<file path="config.mk">
export PLATFORM = sky130hd
export DESIGN_NAME = cmt_channel
export DESIGN_NICKNAME = d
export VERILOG_FILES = /design/src/rtl/cmt_pkg.sv /design/src/rtl/cmt_prescaler.sv /design/src/rtl/cmt_counter.sv /design/src/rtl/cmt_ctrl.sv /design/src/rtl/cmt_channel.sv
export SDC_FILE = /design/constraint.sdc
export NUM_CORES = 1
export LEC_CHECK = 0
export BUFFER_PORTS_ARGS = -buffer_cell sky130_fd_sc_hd__clkbuf_2
export CAP_MARGIN = 10
export CORE_ASPECT_RATIO = 0.8
export CORE_MARGIN = 3
export CORE_UTILIZATION = 50
export CTS_CLUSTER_DIAMETER = 30
export DETAILED_ROUTE_END_ITERATION = 16
export PLACE_DENSITY_LB_ADDON = 0.1
export SYNTH_ARGS = -nofsm -noshare
export SYNTH_HDL_FRONTEND = slang
export SYNTH_HIERARCHICAL = 1
export SYNTH_SLANG_ARGS = --single-unit
export TNS_END_PERCENT = 10
</file>
<file path="constraint.sdc">
create_clock -name clk -period 2.2 [get_ports clk]
set_input_delay 0 -clock clk [delete_from_list [all_inputs] [get_ports clk]]
set_output_delay 0 -clock clk [all_outputs]
set_load 0.01 [all_outputs]
</file>
<file path="src/rtl/cmt_pkg.sv">
package cmt_pkg;
  typedef enum logic [1:0] {
    REG_RUN   = 2'd0,
    REG_CSR   = 2'd1,
    REG_COUNT = 2'd2,
    REG_MATCH = 2'd3
  } reg_sel_e;

  localparam int FLAG_POS = 7;
  localparam int IE_POS   = 6;
  localparam int SEL_W    = 2;
endpackage

</file>
<file path="src/rtl/cmt_prescaler.sv">
module cmt_prescaler #(
  parameter int SH0  = 3,
  parameter int STEP = 2,
  parameter int SELW = 2
) (
  input  logic            clk,
  input  logic            rst,
  input  logic            active,
  input  logic [SELW-1:0] sel,
  output logic            tick
);
  localparam int PW = SH0 + STEP * ((1 << SELW) - 1);

  logic [PW-1:0] pcnt;
  logic [PW-1:0] mask;

  always_comb begin
    mask = PW'((1 << (SH0 + STEP * int'(sel))) - 1);
    tick = active && ((pcnt & mask) == mask);
  end

  always_ff @(posedge clk) begin
    if (rst || !active) pcnt <= '0;
    else                pcnt <= pcnt + 1'b1;
  end
endmodule

</file>
<file path="src/rtl/cmt_counter.sv">
module cmt_counter #(
  parameter int CW = 16
) (
  input  logic          clk,
  input  logic          rst,
  input  logic          tick,
  input  logic          run,
  input  logic          wr_cnt,
  input  logic          wr_cmp,
  input  logic [CW-1:0] wdata,
  output logic [CW-1:0] cnt,
  output logic [CW-1:0] cmp,
  output logic          pending,
  output logic          match_evt
);
  localparam logic [1:0] SYNC_TICKS = 2'd2;

  logic [1:0]    stage;
  logic [CW-1:0] load_val;

  always_comb begin
    pending   = (stage != 2'd0);
    match_evt = tick && run && !wr_cnt && (stage != 2'd1) && (cnt == cmp);
  end

  always_ff @(posedge clk) begin
    if (rst) begin
      cnt      <= '0;
      cmp      <= '1;
      stage    <= 2'd0;
      load_val <= '0;
    end else begin
      if (wr_cmp) cmp <= wdata;
      if (wr_cnt) begin
        load_val <= wdata;
        stage    <= SYNC_TICKS;
      end else if (tick) begin
        if (stage != 2'd0) stage <= stage - 2'd1;
        if (stage == 2'd1)   cnt <= load_val;
        else if (run)        cnt <= (cnt == cmp) ? '0 : cnt + 1'b1;
      end
    end
  end
endmodule

</file>
<file path="src/rtl/cmt_ctrl.sv">
module cmt_ctrl #(
  parameter int DW        = 16,
  parameter int START_BIT = 0
) (
  input  logic          clk,
  input  logic          rst,
  input  logic          wr_run,
  input  logic          wr_csr,
  input  logic [DW-1:0] wdata,
  input  logic          match_evt,
  output logic [DW-1:0] run_reg,
  output logic          run,
  output logic          flag,
  output logic          ie,
  output logic [1:0]    cks,
  output logic          irq
);
  import cmt_pkg::*;

  logic       flag_n, ie_n;
  logic [1:0] cks_n;

  always_comb begin
    flag_n = (wr_csr ? (flag & wdata[FLAG_POS]) : flag) | match_evt;
    ie_n   = wr_csr ? wdata[IE_POS] : ie;
    cks_n  = wr_csr ? wdata[1:0] : cks;
    run    = run_reg[START_BIT];
  end

  always_ff @(posedge clk) begin
    if (rst) begin
      run_reg <= '0;
      flag    <= 1'b0;
      ie      <= 1'b0;
      cks     <= 2'd0;
      irq     <= 1'b0;
    end else begin
      if (wr_run) run_reg <= wdata;
      flag <= flag_n;
      ie   <= ie_n;
      cks  <= cks_n;
      irq  <= flag_n & ie_n;
    end
  end
endmodule

</file>
<file path="src/rtl/cmt_channel.sv">
module cmt_channel #(
  parameter int CNT_W     = 16,
  parameter int START_BIT = 0,
  parameter int PRE_SH0   = 3,
  parameter int PRE_STEP  = 2
) (
  input  logic             clk,
  input  logic             rst,
  input  logic             bus_en,
  input  logic             bus_we,
  input  logic [1:0]       bus_addr,
  input  logic [CNT_W-1:0] bus_wdata,
  output logic [CNT_W-1:0] bus_rdata,
  output logic             irq
);
  import cmt_pkg::*;

  localparam int DW = CNT_W;

  reg_sel_e      sel;
  logic          wr_run, wr_csr, wr_cnt, wr_cmp, rd_any;
  logic [DW-1:0] run_reg;
  logic          run, flag, ie, pending, tick, match_evt;
  logic [1:0]    cks;
  logic [DW-1:0] cnt, cmp, csr_view;

  always_comb begin
    sel    = reg_sel_e'(bus_addr);
    wr_run = bus_en && bus_we && (sel == REG_RUN);
    wr_csr = bus_en && bus_we && (sel == REG_CSR);
    wr_cnt = bus_en && bus_we && (sel == REG_COUNT);
    wr_cmp = bus_en && bus_we && (sel == REG_MATCH);
    rd_any = bus_en && !bus_we;
    csr_view = '0;
    csr_view[FLAG_POS] = flag;
    csr_view[IE_POS]   = ie;
    csr_view[1:0]      = cks;
  end

  cmt_ctrl #(.DW(DW), .START_BIT(START_BIT)) u_ctrl (
    .clk(clk), .rst(rst), .wr_run(wr_run), .wr_csr(wr_csr),
    .wdata(bus_wdata), .match_evt(match_evt), .run_reg(run_reg),
    .run(run), .flag(flag), .ie(ie), .cks(cks), .irq(irq)
  );

  cmt_prescaler #(.SH0(PRE_SH0), .STEP(PRE_STEP), .SELW(SEL_W)) u_pre (
    .clk(clk), .rst(rst), .active(run || pending), .sel(cks), .tick(tick)
  );

  cmt_counter #(.CW(CNT_W)) u_cnt (
    .clk(clk), .rst(rst), .tick(tick), .run(run), .wr_cnt(wr_cnt),
    .wr_cmp(wr_cmp), .wdata(bus_wdata), .cnt(cnt), .cmp(cmp),
    .pending(pending), .match_evt(match_evt)
  );

  always_ff @(posedge clk) begin
    if (rst) bus_rdata <= '0;
    else if (rd_any) begin
      case (sel)
        REG_RUN:   bus_rdata <= run_reg;
        REG_CSR:   bus_rdata <= csr_view;
        REG_COUNT: bus_rdata <= cnt;
        default:   bus_rdata <= cmp;
      endcase
    end
  end
endmodule

</file>
== Yosys cells after proc, flatten, opt, wreduce, memory -nomap -nowiden ==
Index checks and enable logic that the tools add are counted.
Storage, ports and cells
  flip-flop bits (word level): 96
  input port bits: 22
  output and inout port bits: 17
  logic and storage cells: 64
Cells by class
  add/subtract/negate cells: 5
  equal/unequal tests: 7
  shifts and indexed selects: 1
  mux-type cells: 9
  bitwise logic cells: 5
  reduce and logical (&&, ||, !) cells: 25
Operators with widths (count)
  $mux 16: 3
  $pmux 16 s3: 1
  $shl 1x32->9 const A: 1
  $add 16x1->16 const B: 1
  $eq 16x16->1: 1
  $logic_and 1x1->1: 11
  $add 9x1->9 const B: 1
  $and 9x9->9: 1
  $eq 9x9->1: 1
  $sub 9x2->9 const B: 1
  $reduce_bool 2->1: 4
  $mux 2: 3
  $add 2x3->4 const A: 1
  $eq 2x1->1 const B: 2
  $eq 2x2->1 const B: 2
  $reduce_and 2->1: 2
  $logic_not 1->1: 3
  $reduce_and 3->1: 1
  $and 1x1->1: 2
  $logic_not 2->1: 1
  $logic_or 1x1->1: 2
  $mux 1: 2
  $ne 2x1->1 const B: 1
  $reduce_or 2->1: 1
  other kinds (3): 3

== Depth between registers and ports, before layout ==
Gate-level depths: netlist (run 1).
  depth after elaboration: 12
  depth in mapped cells: 11
  depth with buffers taken out: 9

== Modules after synthesis ==
The synthesis (run 1) kept the hierarchy.
Modules (own cells, without submodules)
  cmt_counter: instances 1, cells each 294, area each 2546.2 um^2, sequential area each 1001.0 um^2
  cmt_channel: instances 1, cells each 106, area each 978.4 um^2, sequential area each 320.3 um^2
  cmt_ctrl: instances 1, cells each 68, area each 749.5 um^2, sequential area each 420.4 um^2
  cmt_prescaler: instances 1, cells each 44, area each 382.9 um^2, sequential area each 180.2 um^2

== Least setup slack after synthesis (run 1) ==
Ideal clock, no wire load.
  path type: register to register
  start point: register u_pre.pcnt[3]
  end point: register u_cnt.cnt[14]
  library setup time: 0.079 ns
  arrival time: 2.293 ns
  data required time: 2.121 ns
  slack: -0.172 ns
  stages on the path, launching flop included: 10
  buffers on the path: 1
  period minus slack after synthesis: 2.372 ns
  cell sequence: dfxtp_1 > nand2_1 > a21o_1 > a221oi_1 > nor2b_4 > buf_6 > o21ai_4 > or4_1 > and3_1 > a211oi_2
Between the ends
  cells in the longest elaborated chain, start to end: 4
RTL lines
  from (decl): line cmt_prescaler.sv:14  | logic [PW-1:0] pcnt;
  from (signal assigned): line cmt_prescaler.sv:24  | else pcnt <= pcnt + 1'b1;
  $and 9x9->9: line cmt_prescaler.sv:19  | tick = active && ((pcnt & mask) == mask);
  $eq 9x9->1: line cmt_prescaler.sv:19
  $logic_and 1x1->1: line cmt_prescaler.sv:19
  named net tick: line cmt_channel.sv:23  | logic run, flag, ie, pending, tick, match_evt;
  $reduce_and 3->1 (no line)
  to (signal assigned): line cmt_counter.sv:39  | if (stage == 2'd1) cnt <= load_val;
  to (signal assigned): line cmt_counter.sv:40  | else if (run) cnt <= (cnt == cmp) ? '0 : cnt + 1'b1;
  to (decl): line cmt_counter.sv:11  | output logic [CW-1:0] cnt,
The timed path passes the listed nets, and every way through them passes these cells.
A chain may end at the register's enable or synchronous reset.

== Worst setup path after layout (run 1) ==
Ends and elaborated chain as after synthesis.

==> results by stage, run 1 <==
STA:
- Measured against its own limit, the worst slew margin works out to a little over 60%.
- The post-layout minimum cycle time is 2.08 ns.
- The maximum clock frequency is 482 MHz.
- The final count of hold timing violations came to 0.
- The final critical path takes up a little over nine tenths of the cycle.
- Setup repair after global routing could not meet its margin everywhere.
- Hold timing on the final database bottoms out at a slack of a little under 0.08 ns.
- The setup clock skew after layout is between 0.007 and 0.008 ns.
- Setup violations remaining at the end of the flow were counted as 0.
- The worst-margin pin slew is 0.582 ns.
- The number of max-slew violations in the final report came to 0.

Synthesis:
- A synthesized cell averages slightly above 9 µm².
- After synthesis the cells add up to between 4000 and 5000 µm².
- The leading area contributor after synthesis is sky130_fd_sc_hd__dfxtp_1.
- The total nets after synthesis is roughly 540.
- Yosys attributes the largest share of cell area to sky130_fd_sc_hd__dfxtp_1 41%, sky130_fd_sc_hd__mux2i_1 11%, sky130_fd_sc_hd__nor2_1 5.4%.
- The flop and latch count out of synthesis is between 90 and 100.
- For this run, the number of Yosys warnings is 6.
- The sequential fraction of the synthesis area is about two fifths.
- The share of Yosys cell area claimed by the top area cell type is a little over 40%.
- In the synthesized netlist the async set-or-reset flop fraction comes to 0%.
- The count of distinct cell types in the synthesized netlist is between 40 and 50.
- Synthesis handed over a netlist of 512 instances.
- In this run, synthesis inferred 0 flip-flops with an integrated enable.
- The prevailing post-synth register cell is sky130_fd_sc_hd__dfxtp_1.

Power and ir drop:
- Sequential cells account for between 50% and 60% of the total power.
- The share of total power dissipated in the clock network is about two fifths.
- The switching component of the power is slightly above 0.8 mW.
- Summed over all cells, the static leakage comes to roughly 2.0 nW.
- Combinational logic burns under 10% of the power.
- Net switching is around 23% of the power.
- The internal power summed over all cells is between 2 and 3 mW.
- For this design the ratio of total power to cell area is 649 nW/µm².
- The worst-case IR drop observed on VDD is around 0.45 mV.

Min path:
- The startpoint of the worst hold path is bus_we.
- The min-delay analysis places its worst path in the category primary input to flop.
- The path with the worst hold slack has its endpoint at bus_rdata[12]$_SDFFE_PP0P_.
- Along the worst hold path, the cell count comes to 4.

Detailed routing:
- After detailed routing, the wire length on met1 is just under 6000 µm.
- Summing over every cut layer, the via total after detailed routing is between 3000 and 4000.
- The number of nets with antenna violations after detailed routing is 0.
- Summed over all nets, wire length on met3 after detailed routing comes to approximately 630 µm.
- The number of DRC markers after the initial detailed-route iteration is ~280.
- The number of vias per cell after detailed routing is around 5.7.
- The first detailed-routing pass took 5 iterations.
- Detailed routing placed a total of 5100 µm of wire on met2.
- The top layer reached by signal wires is met4.
- After detailed routing, the average wire length per cell comes to between 15 and 20 µm.
- The number of DRC violations after detailed routing is 0.
- The final wirelength is ~12000 µm.

Critical path:
- The peak fanout along the critical path is 5.
- The endpoint of the worst-slack reg-to-reg timing path is u_cnt/cnt[14]$_SDFFE_PP0P_.
- The critical path startpoint category is a flop.
- The number of cells on the worst reg-to-reg path is 8.
- The critical path capture point type is a flop.
- The worst register-to-register path has a setup slack of between 0.1 and 0.15 ns.
- In this run the critical register-to-register path is launched from u_pre/pcnt[3]$_SDFF_PP0_.
- The arrival time at the worst endpoint is between 2 and 2.5 ns.
- The category of the critical setup timing path is flop to flop.
- STA puts the critical path data required time at 2.45 ns.

Die:
- The total area inside the core boundary comes to ~8800 µm².
- The floorplan die area is ~11000 µm².
- The overall die height is between 90 and 100 µm.
- The I/O pin count is 39.
- For this configuration, the core starts out at a cell density of a little over half.
- The total number of placement rows is 30.
- The die outline width is 114 µm.

Global routing:
- The global-route wire length before repair is 18900 µm.
- The number of global-route vias before repair is 3607.
- Summed over all layers, the global routing overflow is 0.
- Entering global routing, the biggest net connects 45 pins.
- Global routing consumed, over all layers together, between 20% and 30% of the routing resources.
- The number of antenna violations at the first check in global routing is 0.

Layout:
- The number of nets in the layout is around 590.
- The number of diodes added for antenna fixing is 0.
- Leaving out fill and tap cells, the most frequent cells in the layout are 89 x sky130_fd_sc_hd__dfxtp_1, 67 x sky130_fd_sc_hd__nor2_1, 52 x sky130_fd_sc_hd__mux2i_1.
- The total of fill cells in the finished design is between 700 and 800.
- Summing all flip-flop and latch instances after layout gives between 1500 and 2000 µm².
- Leaving out fill and tap cells, the most frequent cell in the layout is sky130_fd_sc_hd__dfxtp_1.
- Compared with the post-synthesis result, the final layout area differs by 17.7%.
- The finished cells cover about 5500 µm².
- The fraction of final layout cells sized beyond drive strength 1 is 19.4%.
- The area of combinational cells with multiple inputs is about 2500 µm².

CTS:
- In this run, CTS created clock tree buffers numbering 9.
- The maximum clock insertion buffer count is 2.
- The clock latency at the later pin of the worst-skew pair is between 0.3 and 0.4 ns.
- The TritonCTS clock tree is done.
- The clock tree synthesis step divided the H-tree into 3 levels.
- The cell sitting at the root of the clock tree is a sky130_fd_sc_hd__clkbuf_16.
- The number of sinks driven by the clock tree is 96.
- The clock transition time at the flip-flop clock pins of the worst setup and hold paths is approximately 0.060 ns.

Job:
- The max-capacitance violation count is 0.

Place:
- Once placement finished, the instance area stood at ~5000 µm².
- The half-perimeter wire length after detailed placement is between 8000 and 9000 µm.
- Routability-driven placement finished with a final weighted congestion of 0.935.
- Port buffering added 38 buffers.

Outcome:
- The run finished with clean final reports.
layer usage:
layer | GRT usage [%] | vias up
met4 | 5.54 | 0
met1 | 34.0 | 1849
met3 | 3.98 | 10
met5 | 0 | -
li1 | - | 1932
met2 | 33.9 | 109
area by class of cell:
class                   instances  area share, %
clock buffers                  13           4.75
clock inverters                 2          0.274
inverters                       2          0.137
multi-input cells             371           45.5
flip-flops and latches         96           35.3
well taps                     112           2.56
repair buffers                 88           11.5
logic make-up after synthesis:
logic type / after synthesis / synth area share [%]
AO/OA/AOI/OAI: 86 / 13.2
XOR/XNOR: 19 / 3.57
adder cells (fa/ha/maj): 2 / 0.537
buffers and inverters: 45 / 5.72
flip-flops: 96 / 41.3
multiplexers: 56 / 13.1
AND/OR/NAND/NOR: 208 / 22.6
power by group through the flow:
stage	Clock, mW	Sequential (mW)	Combinational [mW]
3_5_place_dp	0	1.85	0.268
6_report	1.46	1.81	0.291
2_1_floorplan	0	1.85	0.169
4_1_cts	1.50	1.81	0.291
3_3_place_gp	0	1.85	0.265
5_1_grt	1.56	1.81	0.316
worst max-delay path, stage by stage, from the launching register on:
cell	delay, ns
sky130_fd_sc_hd__dfxtp_4	0.36
sky130_fd_sc_hd__nand2_2	0.06
sky130_fd_sc_hd__a21o_1	0.16
sky130_fd_sc_hd__a221oi_2	0.29
sky130_fd_sc_hd__nor2b_4	0.27
sky130_fd_sc_hd__o21ai_4	0.07
sky130_fd_sc_hd__or4_1	0.48
sky130_fd_sc_hd__and3_1	0.18
sky130_fd_sc_hd__a211oi_2	0.13
worst max path at each step:
stage	from	endpoint	slack [ns]	depth (start not counted)
2_1_floorplan	u_cnt/stage[1]$_SDFFE_PP0P_	u_cnt/cnt[14]$_SDFFE_PP0P_	0.005	10
3_3_place_gp	u_pre/pcnt[3]$_SDFF_PP0_	u_cnt/cnt[14]$_SDFFE_PP0P_	0.06	8
3_5_place_dp	u_pre/pcnt[3]$_SDFF_PP0_	u_cnt/cnt[14]$_SDFFE_PP0P_	0.007	8
4_1_cts	u_pre/pcnt[4]$_SDFF_PP0_	u_cnt/cnt[14]$_SDFFE_PP0P_	0.004	8
5_1_grt	u_pre/pcnt[7]$_SDFF_PP0_	u_cnt/cnt[14]$_SDFFE_PP0P_	-0.02	8
6_report	u_pre/pcnt[3]$_SDFF_PP0_	u_cnt/cnt[14]$_SDFFE_PP0P_	0.12	8
synth_stat cells (10+ instances only):
cell type / number
sky130_fd_sc_hd__nand2_1: 33
sky130_fd_sc_hd__nor2_1: 67
sky130_fd_sc_hd__nor2b_1: 20
sky130_fd_sc_hd__xor2_1: 18
sky130_fd_sc_hd__a31oi_1: 10
sky130_fd_sc_hd__nand3_1: 20
sky130_fd_sc_hd__a21oi_1: 17
sky130_fd_sc_hd__mux2i_1: 52
sky130_fd_sc_hd__clkbuf_1: 21
sky130_fd_sc_hd__a311oi_1: 15
sky130_fd_sc_hd__a211o_1: 16
sky130_fd_sc_hd__o21ai_0: 14
sky130_fd_sc_hd__dfxtp_1: 96
stage by stage:
stage	instances	power (mW)	setup TNS, ns	setup slack, ns	util [%]
finish	684	3.56	0	0.123	62.4
global route	684	3.69	-0.0255	-0.0180	62.4
CTS	682	3.60	0	0.00368	62.2
detailed placement	649	2.12	0	0.00737	57.0
global placement	649	2.11	0	0.0602	57.0
floorplan	512	2.02	0	0.00509	-
what timing repair did:
action | in CTS | in global routing
resized for setup | 2 | 4
endpoints found under the setup margin | 1 | 6
hold buffers | 16 | 0
pin swaps | 1 | 4
setup buffers | 2 | 2
hold endpoints to repair | 41 | 0
Power figures use the tool's default switching activity.
==> run 2, diff against run 1 <==
- PLACE_DENSITY: default -> 0.75
- PLACE_DENSITY_LB_ADDON: 0.1 -> default
- SKIP_LAST_GASP: default -> 1
==> run 2 against run 1 <==
Net effect: worst hold slack better by 0.14 ns; count of clock-buffer cells in the layout down 1; largest cell class unchanged; total power increased by 4.2%; utilization is 0.31 points higher; combinational power about the same; final area grew 0.50%; sequential share of layout area down 0.13 points; fmax fell by 0.43%; cell count unchanged; non-clock buffer count down 1; register-to-register slack barely moved.
==> results by stage, run 2 (synthesis results as in run 1) <==
STA:
- Setup slack on the critical path of the routed design comes to roughly 0.11 ns.
- For this run, the top clock speed supported by timing is approximately 480 MHz.
- The final count of hold timing violations is 0.
- The worst path uses between 90 and 100% of the clock period.
- At the pin with the least slew margin, the transition time is 0.471 ns.
- Subtracting the final worst setup slack from the clock period gives about 2.1 ns.
- Setup violations remaining at the end of the flow were counted as 0.
- The clock arrives with between 0.01 and 0.015 ns of skew.
- The worst pin sits at a relative slew slack of approximately two thirds.
- The number of max-slew violations in the final report is 0.
- For the final routed database, the setup TNS stands at 0 ns.
- Setup repair after global routing left no endpoint under its margin.

Place:
- At the end of routability-driven placement, the weighted congestion stood at between 0.9 and 1.
- The half-perimeter wire length after detailed placement is about 8000 µm.
- Before CTS, the worst setup slack after placement is roughly 0.026 ns.
- The total of buffers placed on input and output ports is 38.

CTS:
- The TritonCTS clock tree is done.
- The maximum clock insertion buffer count is 2.
- TritonCTS created 9 clock buffers.
- The clock transition time at the flip-flop clock pins of the worst setup and hold paths is ~0.06 ns.
- The maximum level of the CTS H-tree is 3.
- Clock latency on the worst-skew pair, taken at its later pin, is ~0.34 ns.
- The buffer type at the clock tree root is sky130_fd_sc_hd__clkbuf_16.
- The number of sinks driven by the clock tree is 96.

Critical path:
- The most numerous cell type found on the critical path is sky130_fd_sc_hd__or2_2.
- The worst setup path is launched from a flop.
- The buffers plus inverters on the worst setup path is 1.
- The setup check on the worst reg-to-reg path leaves a slack of between 0.1 and 0.15 ns.
- The peak fanout along the critical path is 10.
- The required time reported for the critical path endpoint is 2.42 ns.
- Traced cell by cell, the critical path runs through or2_2 > or2_2 > nand4_1 > a221oi_2 > nor2b_4 > buf_4 > and3_1 > a21oi_2 > and3_4 > a211oi_2.
- The critical path in this run is classified as flop to flop.
- The arrival time at the worst endpoint is 2.30 ns.
- On the critical path the largest part of the delay comes from simple AND/OR/NAND/NOR gates.
- The largest single stage delay on the critical path is between 0.3 and 0.4 ns.
- The cell at the slowest stage of the critical path is sky130_fd_sc_hd__dfxtp_1.
- The worst setup path is captured at a flop.

Die:
- The overall die height is about 92 µm.
- The floorplan step defined a die boundary enclosing 10500 µm².
- Once the floorplan was initialized, standard cells occupied ~53% of the core.
- The floorplan has 30 rows.
- The die outline width is around 110 µm.
- 39 I/O pins were placed.
- In this run the standard cell core region covers slightly below 9000 µm².

Detailed routing:
- In the final routing, the length of wire on met1 measures roughly 5500 µm.
- In this run the remaining antenna-violating nets after routing total 0.
- The highest metal layer carrying signal wires in the routed design is met4.
- The routed layout has just over 4000 vias.
- The number of DRC violations after detailed routing is 0.
- The average detailed-routed wire length per instance is around 17 µm.
- The first TritonRoute pass finished after 5 iterations.
- The detailed-routed wire length on met2 is about 5200 µm.
- The number of DRC markers after the initial detailed-route iteration is 356.
- The number of vias per cell after detailed routing is ~5.9.
- The met3 wire length is 914 µm.
- After detailed routing, the total wire length is approximately 12000 µm.

Layout:
- The area growth from synthesis to layout is 18.3%.
- Cells fill between 60% and 70% of the core in the end.
- Leaving out fill and tap cells, the most frequent cell in the layout is sky130_fd_sc_hd__dfxtp_1.
- Leaving out fill and tap cells, the most frequent cells in the layout are 91 x sky130_fd_sc_hd__dfxtp_1, 67 x sky130_fd_sc_hd__nor2_1, 52 x sky130_fd_sc_hd__mux2i_1.
- The fraction of final layout cells sized beyond drive strength 1 is between 10% and 20%.
- At the end of the flow, the number of nets in the layout was between 500 and 600.
- The repair_antennas step left the layout with diodes totalling 0.

Global routing:
- The maximum number of pins on one net before global-route repair is a little over 60.
- The number of global-route vias before repair is 3751.
- The first global-routing pass estimated slightly below 20000 µm of wire.
- The total routing usage reported by global routing is 23.3%.
- The number of antenna violations at the first check in global routing is 0.
- The total overflow left after global routing is 0.

Min path:
- The path class of the tightest hold or removal check is primary input to flop.

Job:
- The max-capacitance violation count is 0.

Power and ir drop:
- The power density over the cells is 673 nW/µm².
- VDD sags by at most around 0.58 mV.
- The analysis attributes to cell leakage a power of between 2 and 2.5 nW.

Outcome:
- The flow ran to the end, and the final reports show no timing, DRC or antenna violations.
run 2: routing by layer:
layer  track usage, %  vias up
li1                 -     1935
met1             33.4     1900
met4             6.63        0
met3             5.03       18
met5                0        -
met2             35.3      168
run 2: worst min-delay path, stage by stage:
cell                       delay [ns]
sky130_fd_sc_hd__clkbuf_2        0.10
sky130_fd_sc_hd__nor2b_2         0.04
sky130_fd_sc_hd__buf_4           0.22
sky130_fd_sc_hd__nor2_1          0.11
sky130_fd_sc_hd__a311oi_1        0.05
run 2: final cells by class:
type,count,area (µm²)
Fill cell,744,3270
Multi-Input combinational cell,371,2500
Sequential cell,96,1940
Timing Repair Buffer,87,613
Clock buffer,12,256
Tap cell,112,140
Clock inverter,4,51.3
Inverter,2,7.51
run 2: stage by stage:
stage | cells | power (mW) | instance area, µm² | hold WS [ns]
3_5_place_dp | 649 | 2.12 | 4990 | 0.256
5_1_grt | 684 | 3.85 | 5510 | 0.258
2_1_floorplan | 512 | 2.02 | 4670 | 0.0793
4_1_cts | 684 | 3.73 | 5490 | 0.215
6_report | 684 | 3.71 | 5510 | 0.224
3_3_place_gp | 649 | 2.11 | 4990 | 0.238
run 2: repair_timing:
action | CTS | global route
hold buffers | 17 | 0
hold endpoints to repair | 45 | 0
pin swaps | 1 | 3
setup buffers | 2 | 0
resized for setup | 2 | 6
setup endpoints to repair | 1 | 1
run 2: power breakdown:
group	leakage (nW)	internal (mW)	total (mW)	switching, mW
clock network	0.149	0.946	1.61	0.660
logic	1.10	0.134	0.290	0.156
registers	0.782	1.78	1.81	0.0341
run 2: worst paths after layout:
check	start	end	cells past startpoint
min	bus_we	bus_rdata[14]$_SDFFE_PP0P_	5
min reg2reg	u_pre/pcnt[0]$_SDFF_PP0_	u_pre/pcnt[0]$_SDFF_PP0_	1
max	u_cnt/stage[1]$_SDFFE_PP0P_	u_cnt/cnt[14]$_SDFFE_PP0P_	10
max reg2reg	u_cnt/stage[1]$_SDFFE_PP0P_	u_cnt/cnt[14]$_SDFFE_PP0P_	10
